**config.mk**
```make
export PLATFORM = sky130hd
export DESIGN_NAME = i2c_busclr
export DESIGN_NICKNAME = d
export VERILOG_FILES = /design/src/rtl/busclr_pkg.sv /design/src/rtl/busclr_timer.sv /design/src/rtl/busclr_fsm.sv /design/src/rtl/busclr_drive.sv /design/src/rtl/i2c_busclr.sv
export SDC_FILE = /design/constraint.sdc
export NUM_CORES = 1
export LEC_CHECK = 0
export BUFFER_PORTS_ARGS = -buffer_cell sky130_fd_sc_hd__buf_2
export CORE_ASPECT_RATIO = 1.75
export CORE_MARGIN = 2
export CORE_UTILIZATION = 58
export CTS_CLUSTER_DIAMETER = 60
export DETAILED_ROUTE_END_ITERATION = 10
export PLACE_DENSITY = 0.79
export SLEW_MARGIN = 20
export SYNTH_ARGS = -nofsm -noshare
export SYNTH_HDL_FRONTEND = slang
export SYNTH_SLANG_ARGS = --single-unit
```
**constraint.sdc**
```tcl
create_clock -name clk -period 3.56 [get_ports clk]
set_clock_uncertainty 0.05 [all_clocks]
set_input_delay 0.534 -clock clk [delete_from_list [all_inputs] [get_ports clk]]
set_output_delay 0.534 -clock clk [all_outputs]
set_load 0.005 [all_outputs]
```
**src/rtl/busclr_pkg.sv**
```systemverilog
// Package: shared phase encoding for the bus-clear sequencer.
// Assumes: all sequencer modules import this package.
package busclr_pkg;

    // Phases of the bus-clear sequence, in the order they run.
    typedef enum logic [2:0] {
        PH_IDLE   = 3'd0,
        PH_CLK_HI = 3'd1,
        PH_CLK_LO = 3'd2,
        PH_GAP    = 3'd3,
        PH_SDA_LO = 3'd4,
        PH_SCL_HI = 3'd5,
        PH_SDA_HI = 3'd6
    } clr_phase_t;

endpackage

```
**src/rtl/busclr_timer.sv**
```systemverilog
// Module: phase timer. It captures the phase length when a sequence is
// accepted and counts each phase down from that length.
// Assumes: load_i is high for one cycle at each phase entry; when start_i is
// also high, the new length is captured in the same cycle.
module busclr_timer #(
    parameter int CNT_W = 16
) (
    input  logic             clk,
    input  logic             rst_n,
    input  logic             start_i,
    input  logic [CNT_W-1:0] len_i,
    input  logic             load_i,
    input  logic             run_i,
    output logic             expire_o
);
    logic [CNT_W-1:0] len_q;
    logic [CNT_W-1:0] len_eff;
    logic [CNT_W-1:0] cnt_q;

    // Clamp a zero length to one cycle.
    always_comb len_eff = (len_i == '0) ? CNT_W'(1) : len_i;

    // Capture the phase length at acceptance; hold it while running.
    always_ff @(posedge clk) begin
        if (!rst_n)       len_q <= CNT_W'(1);
        else if (start_i) len_q <= len_eff;
    end

    // Count the current phase down from its length minus one.
    always_ff @(posedge clk) begin
        if (!rst_n)                    cnt_q <= '0;
        else if (load_i && start_i)    cnt_q <= len_eff - CNT_W'(1);
        else if (load_i)               cnt_q <= len_q - CNT_W'(1);
        else if (cnt_q != '0)          cnt_q <= cnt_q - CNT_W'(1);
    end

    assign expire_o = run_i && (cnt_q == '0);

    // the count never exceeds the captured length.
    a_r3_count_in_range: assert property (@(posedge clk) disable iff (!rst_n)
        cnt_q < len_q);

    // the captured length is steady while a sequence runs.
    a_r7_len_steady: assert property (@(posedge clk) disable iff (!rst_n)
        (run_i && !start_i && $past(run_i)) |-> $stable(len_q));
endmodule

```
**src/rtl/busclr_fsm.sv**
```systemverilog
// Module: sequencing state machine. It walks the clock pulses and the stop
// steps, and reports done/fail.
// Assumes: expire_i marks the last cycle of the current phase.
module busclr_fsm
    import busclr_pkg::*;
#(
    parameter int NPULSE = 9
) (
    input  logic       clk,
    input  logic       rst_n,
    input  logic       start_i,
    input  logic       sda_i,
    input  logic       expire_i,
    output clr_phase_t phase_o,
    output logic       accept_o,
    output logic       load_o,
    output logic       done_o,
    output logic       fail_o
);
    localparam int PW = $clog2(NPULSE + 1);

    clr_phase_t      phase_q, phase_d;
    logic [PW-1:0]   pulse_q;
    logic            skip;

    assign accept_o = (phase_q == PH_IDLE) && start_i && !sda_i;
    assign skip     = (phase_q == PH_IDLE) && start_i && sda_i;
    assign load_o   = accept_o || (expire_i && phase_q != PH_SDA_HI);
    assign phase_o  = phase_q;

    // Choose the next phase.
    always_comb begin
        phase_d = phase_q;
        unique case (phase_q)
            PH_IDLE:   if (accept_o) phase_d = PH_CLK_HI;
            PH_CLK_HI: if (expire_i) phase_d = PH_CLK_LO;
            PH_CLK_LO: if (expire_i)
                           phase_d = (pulse_q == PW'(NPULSE - 1)) ? PH_GAP : PH_CLK_HI;
            PH_GAP:    if (expire_i) phase_d = PH_SDA_LO;
            PH_SDA_LO: if (expire_i) phase_d = PH_SCL_HI;
            PH_SCL_HI: if (expire_i) phase_d = PH_SDA_HI;
            PH_SDA_HI: if (expire_i) phase_d = PH_IDLE;
            default:                 phase_d = PH_IDLE;
        endcase
    end

    // Phase register.
    always_ff @(posedge clk) begin
        if (!rst_n) phase_q <= PH_IDLE;
        else        phase_q <= phase_d;
    end

    // Count the completed SCL low phases.
    always_ff @(posedge clk) begin
        if (!rst_n || accept_o)                       pulse_q <= '0;
        else if (phase_q == PH_CLK_LO && expire_i)    pulse_q <= pulse_q + PW'(1);
    end

    // Done pulse and sticky fail result.
    always_ff @(posedge clk) begin
        if (!rst_n) begin
            done_o <= 1'b0;
            fail_o <= 1'b0;
        end else begin
            done_o <= 1'b0;
            if (accept_o) fail_o <= 1'b0;
            if (skip) begin
                done_o <= 1'b1;
                fail_o <= 1'b0;
            end else if (phase_q == PH_SDA_HI && expire_i) begin
                done_o <= 1'b1;
                fail_o <= !sda_i;
            end
        end
    end

    // the pulse count never runs past the configured number.
    a_r2_pulse_bound: assert property (@(posedge clk) disable iff (!rst_n)
        pulse_q <= PW'(NPULSE));

    // done lasts a single cycle.
    a_r5_done_single: assert property (@(posedge clk) disable iff (!rst_n)
        done_o |=> !done_o);

    // a start with SDA free reports success without leaving idle.
    a_r8_skip_ok: assert property (@(posedge clk) disable iff (!rst_n)
        skip |=> (done_o && !fail_o && phase_q == PH_IDLE));
endmodule

```
**src/rtl/busclr_drive.sv**
```systemverilog
// Module: maps the phase to the open-drain pull-down enables and to busy.
// Assumes: 1 on an enable pulls the wire low; 0 releases it.
module busclr_drive
    import busclr_pkg::*;
(
    input  clr_phase_t phase_i,
    output logic       scl_drive_o,
    output logic       sda_drive_o,
    output logic       busy_o
);
    // Decode the wire levels for each phase.
    always_comb begin
        scl_drive_o = 1'b0;
        sda_drive_o = 1'b0;
        busy_o      = 1'b1;
        unique case (phase_i)
            PH_IDLE:   busy_o = 1'b0;
            PH_CLK_HI: ;
            PH_CLK_LO: scl_drive_o = 1'b1;
            PH_GAP:    scl_drive_o = 1'b1;
            PH_SDA_LO: begin scl_drive_o = 1'b1; sda_drive_o = 1'b1; end
            PH_SCL_HI: sda_drive_o = 1'b1;
            PH_SDA_HI: ;
            default:   busy_o = 1'b0;
        endcase
    end
endmodule

```
**src/rtl/i2c_busclr.sv**
```systemverilog
// Module: top of the I2C bus-clear sequencer. It clocks SCL NPULSE times with
// SDA free, builds a stop condition and reports whether SDA came free.
// Assumes: sda_i is already synchronised to clk.
module i2c_busclr
    import busclr_pkg::*;
#(
    parameter int CNT_W  = 16,
    parameter int NPULSE = 9
) (
    input  logic             clk,
    input  logic             rst_n,
    input  logic             start_i,
    input  logic [CNT_W-1:0] half_period_i,
    input  logic             sda_i,
    output logic             scl_drive_o,
    output logic             sda_drive_o,
    output logic             busy_o,
    output logic             done_o,
    output logic             fail_o
);
    clr_phase_t phase;
    logic       accept;
    logic       load;
    logic       expire;

    busclr_timer #(.CNT_W(CNT_W)) u_timer (
        .clk      (clk),
        .rst_n    (rst_n),
        .start_i  (accept),
        .len_i    (half_period_i),
        .load_i   (load),
        .run_i    (busy_o),
        .expire_o (expire)
    );

    busclr_fsm #(.NPULSE(NPULSE)) u_fsm (
        .clk      (clk),
        .rst_n    (rst_n),
        .start_i  (start_i),
        .sda_i    (sda_i),
        .expire_i (expire),
        .phase_o  (phase),
        .accept_o (accept),
        .load_o   (load),
        .done_o   (done_o),
        .fail_o   (fail_o)
    );

    busclr_drive u_drive (
        .phase_i     (phase),
        .scl_drive_o (scl_drive_o),
        .sda_drive_o (sda_drive_o),
        .busy_o      (busy_o)
    );

    // both wires are released whenever the block is idle.
    a_r1_idle_released: assert property (@(posedge clk) disable iff (!rst_n)
        !busy_o |-> (!scl_drive_o && !sda_drive_o));

    // SDA is released only while SCL is released (stop, never start).
    a_r4_stop_edge: assert property (@(posedge clk) disable iff (!rst_n)
        $fell(sda_drive_o) |-> !scl_drive_o);

    // a start during a sequence does not shorten the busy period.
    a_r6_start_ignored: assert property (@(posedge clk) disable iff (!rst_n)
        (busy_o && start_i && !(phase == PH_SDA_HI && expire)) |=> busy_o);
endmodule

```
==> key figures <==
Setup path
  • Critical Path AT: 3.38 ns
  • Crit Path Class: flop to flop
  • Critical path peak fanout: 16
  • CP Launch Type: flop
  • CP required: 3.73 ns
  • Crit. End Element: flop

Layout
  • Share of layout cells above drive strength 1: 16.9%
  • Finished layout cell area: 2480 sq um
  • Synth-to-Final Area Change: 11.4%
  • # diodes: 0
  • Nets: 331
  • Final cell count without fillers: 353
  • Fillers: 352

Die
  • I/O Pins: 25
  • DIE AREA: 4370 sq um
  • Core area: 3660 sq um
  • # rows: 29
  • Starting Density: 60.7%
  • Chip height: 86.0 um
  • Die Wd: 50.8 um

Clock network
  • CTS Buffer Depth: 2
  • CTS root buf: clkbuf_8
  • Clk Latency, worst-skew pair: 0.29 ns
  • Num CTS Buffers: 5
  • Worst-path clk slew: 0.07 ns
  • Setup Fix Bufs, Post-CTS: 0
  • H-tree levels: 2
  • CTS Hold Buffers Added: 0
  • CTS tree: built
  • Post_cts resized: 0
  • CTS sink cnt: 41

Yosys
  • Number of synthesized flops with an enable pin: 0
  • Cells after synthesis: 284
  • Fraction of registers with async set or reset after synthesis: 0%
  • Syn Area/Cell: 7.84 sq um
  • Ys Warns: 0
  • Synthesized cell area: 2230 sq um
  • Netlist cell types: 59
  • Register area share after synthesis: 36.9%
  • Synth Register Bits: 41
  • Top_reg_cell synth: dfxtp_1
  • Syn nets: 307

STA
  • Peak Freq: 0.312 GHz
  • Number of hold violations in the final report: 0
  • Tmin final: 3.21 ns
  • Slew Limit Fails: 0
  • Worst Hold Slack: 0.414 ns
  • Period utilization: 90.1%
  • Tightest Pin Transition: 0.650 ns
  • Setup TNS: 0 ns
  • RSZ-0062 raised after global routing: no
  • Final setup violating endpoints: 0
  • Slew HR: 56.3%

Global routing
  • Gr usage total: 28.1%
  • Largest net degree at the start of global routing: 30
  • First-pass GRT wire length: 9.43 mm
  • Initial antenna violation count: 0
  • Grt total ovfl: 0
  • Vias in the first global route: 2077

Place
  • Final RePlAce weighted congestion: 0.908
  • PortBufs: 24
  • Post-DP HPWL: 4.29 mm
  • Placed Cells: 347
  • Placed inst area: 2400 sq um

Routing
  • Total wire length: 5.66 mm
  • Routed length on met3: 215 um
  • Remaining DRCs: 0
  • Wire length per cell: 16.0 um
  • DR iter-0 viols: 57
  • Via/cell ratio: 6.16
  • Post-DRT Antenna Nets: 0
  • Vias: 2175
  • Wire length on met2: 3.18 mm
  • Max Used Layer: met4
  • Drt pass-1 iters: 4
  • DRT met1 WL: 2.15 mm

Power and ir drop
  • Power per cell area: 636 nW/um^2
  • Final Power: 1.58 mW
  • P_leak: 0.939 nW
  • Maximum vdd drop: 0.000476 V

Flow run
  • # Max-Cap Violations: 0

Min path
  • Type of the worst min-delay path: flop to flop

Outcome
  • Status: finished clean
## kinds of logic (layout without fill, tap and decap cells)
group | Yosys count | after routing | synth area share (%)
adders and majority gates | 3 | 3 | 1.69
muxes | 9 | 9 | 4.27
AOI/OAI and AO/OA | 74 | 74 | 22.9
xor gates and xnor gates | 5 | 5 | 1.97
and+or+nand+nor | 130 | 130 | 28.3
DFF | 41 | 41 | 36.9
buffers and inverters | 22 | 45 | 3.99
## cells in the mapped netlist (all sizes together) (2+ instances only)
cell type | n | area share, %
nand2 | 45 | 7.6
dfxtp | 41 | 37
a21oi | 30 | 6.7
nor2 | 30 | 5.2
nor3 | 12 | 2.7
clkbuf | 10 | 1.7
nor4 | 10 | 3.1
nand3 | 7 | 1.6
or2 | 7 | 2.0
buf | 6 | 1.3
o21ai | 6 | 1.3
o31ai | 6 | 2.0
inv | 5 | 0.84
mux2i | 5 | 2.2
nand4 | 5 | 1.4
o211ai | 5 | 2.5
a211oi | 4 | 1.3
mux2 | 4 | 2.0
a31o | 3 | 1.2
ha | 3 | 1.7
xor2 | 3 | 1.2
a221o | 2 | 0.90
a22oi | 2 | 0.67
and2 | 2 | 0.56
nand2b | 2 | 0.56
o2111ai | 2 | 0.79
o211a | 2 | 0.90
o21a | 2 | 0.67
or3 | 2 | 0.56
xnor2 | 2 | 0.79
## per-stage QoR
stage               setup slack, ns  util (%)
floorplan                     0.561         -
global placement              0.306      65.6
detailed placement            0.265      65.6
CTS                           0.376      67.6
global route                  0.160      67.6
finish                        0.352      67.6
## layer usage
layer / vias up / global-route usage, %
met4: 0 / 11.3
met5: - / 0
met3: 12 / 3.66
li1: 1070 / -
met1: 1035 / 30.2
met2: 58 / 53.3
## layout make-up
cell class | count | area (sq um) | area share [%]
multi-input combinational | 221 | 1320 | 53.1
sequential | 41 | 821 | 33.1
timing repair buffer | 33 | 188 | 7.57
clock buffer | 5 | 68.8 | 2.78
tap | 46 | 57.6 | 2.32
inverter | 6 | 22.5 | 0.909
clock inverter | 1 | 5.00 | 0.202
## layout by cell type (no fill, tap or decap), types with 3 or more instances in the layout
| cell type | synthesis | routed |
|---|---|---|
| nand2_1 | 45 | 45 |
| dfxtp_1 | 41 | 41 |
| a21oi_1 | 30 | 30 |
| nor2_1 | 29 | 29 |
| buf_2 | 5 | 24 |
| nor3_1 | 12 | 12 |
| nor4_1 | 9 | 9 |
| buf_4 | 0 | 9 |
| nand3_1 | 7 | 7 |
| o31ai_1 | 6 | 6 |
| nand4_1 | 5 | 5 |
| inv_1 | 5 | 5 |
| o21ai_0 | 5 | 5 |
| mux2i_1 | 5 | 5 |
| clkbuf_8 | 0 | 5 |
| a211oi_1 | 4 | 4 |
| mux2_2 | 3 | 3 |
| or2_1 | 3 | 3 |
| or2_2 | 3 | 3 |
| xor2_1 | 3 | 3 |
| o211ai_1 | 3 | 3 |
| ha_1 | 3 | 3 |
## where the power goes
part           switching, mW  internal [mW]
clock network          0.151          0.129
registers             0.0556          0.542
logic                  0.426          0.272
## worst max-delay path, cell delays in order (launching register included)
cell     delay (ns)
dfxtp_1        0.42
or4b_1         0.68
or2_1          0.49
mux2i_1        0.21
or2_2          0.36
or4_4          0.50
o31a_1         0.31
nor3_1         0.12
## state kept, by name (all words and copies together) (netlist names)
name and count:
u_fsm.phase_o 3, u_fsm.pulse_q 4, u_fsm.fail_o 1, u_timer.cnt_q 16, u_fsm.done_o 1, u_timer.len_q 16
## final timing paths
path                                  start                        endpoint  slack, ns  depth (start not counted)
max           u_fsm.phase_o[2]$_SDFFE_PN0P_  u_timer.cnt_q[14]$_SDFFE_PN0P_       0.35                          7
min          u_timer.len_q[15]$_SDFFE_PN0P_  u_timer.len_q[15]$_SDFFE_PN0P_       0.41                          2
max reg2reg   u_fsm.phase_o[2]$_SDFFE_PN0P_  u_timer.cnt_q[14]$_SDFFE_PN0P_       0.35                          7
min reg2reg  u_timer.len_q[15]$_SDFFE_PN0P_  u_timer.len_q[15]$_SDFFE_PN0P_       0.41                          2
No activity file was read; power rests on OpenSTA's default activity.
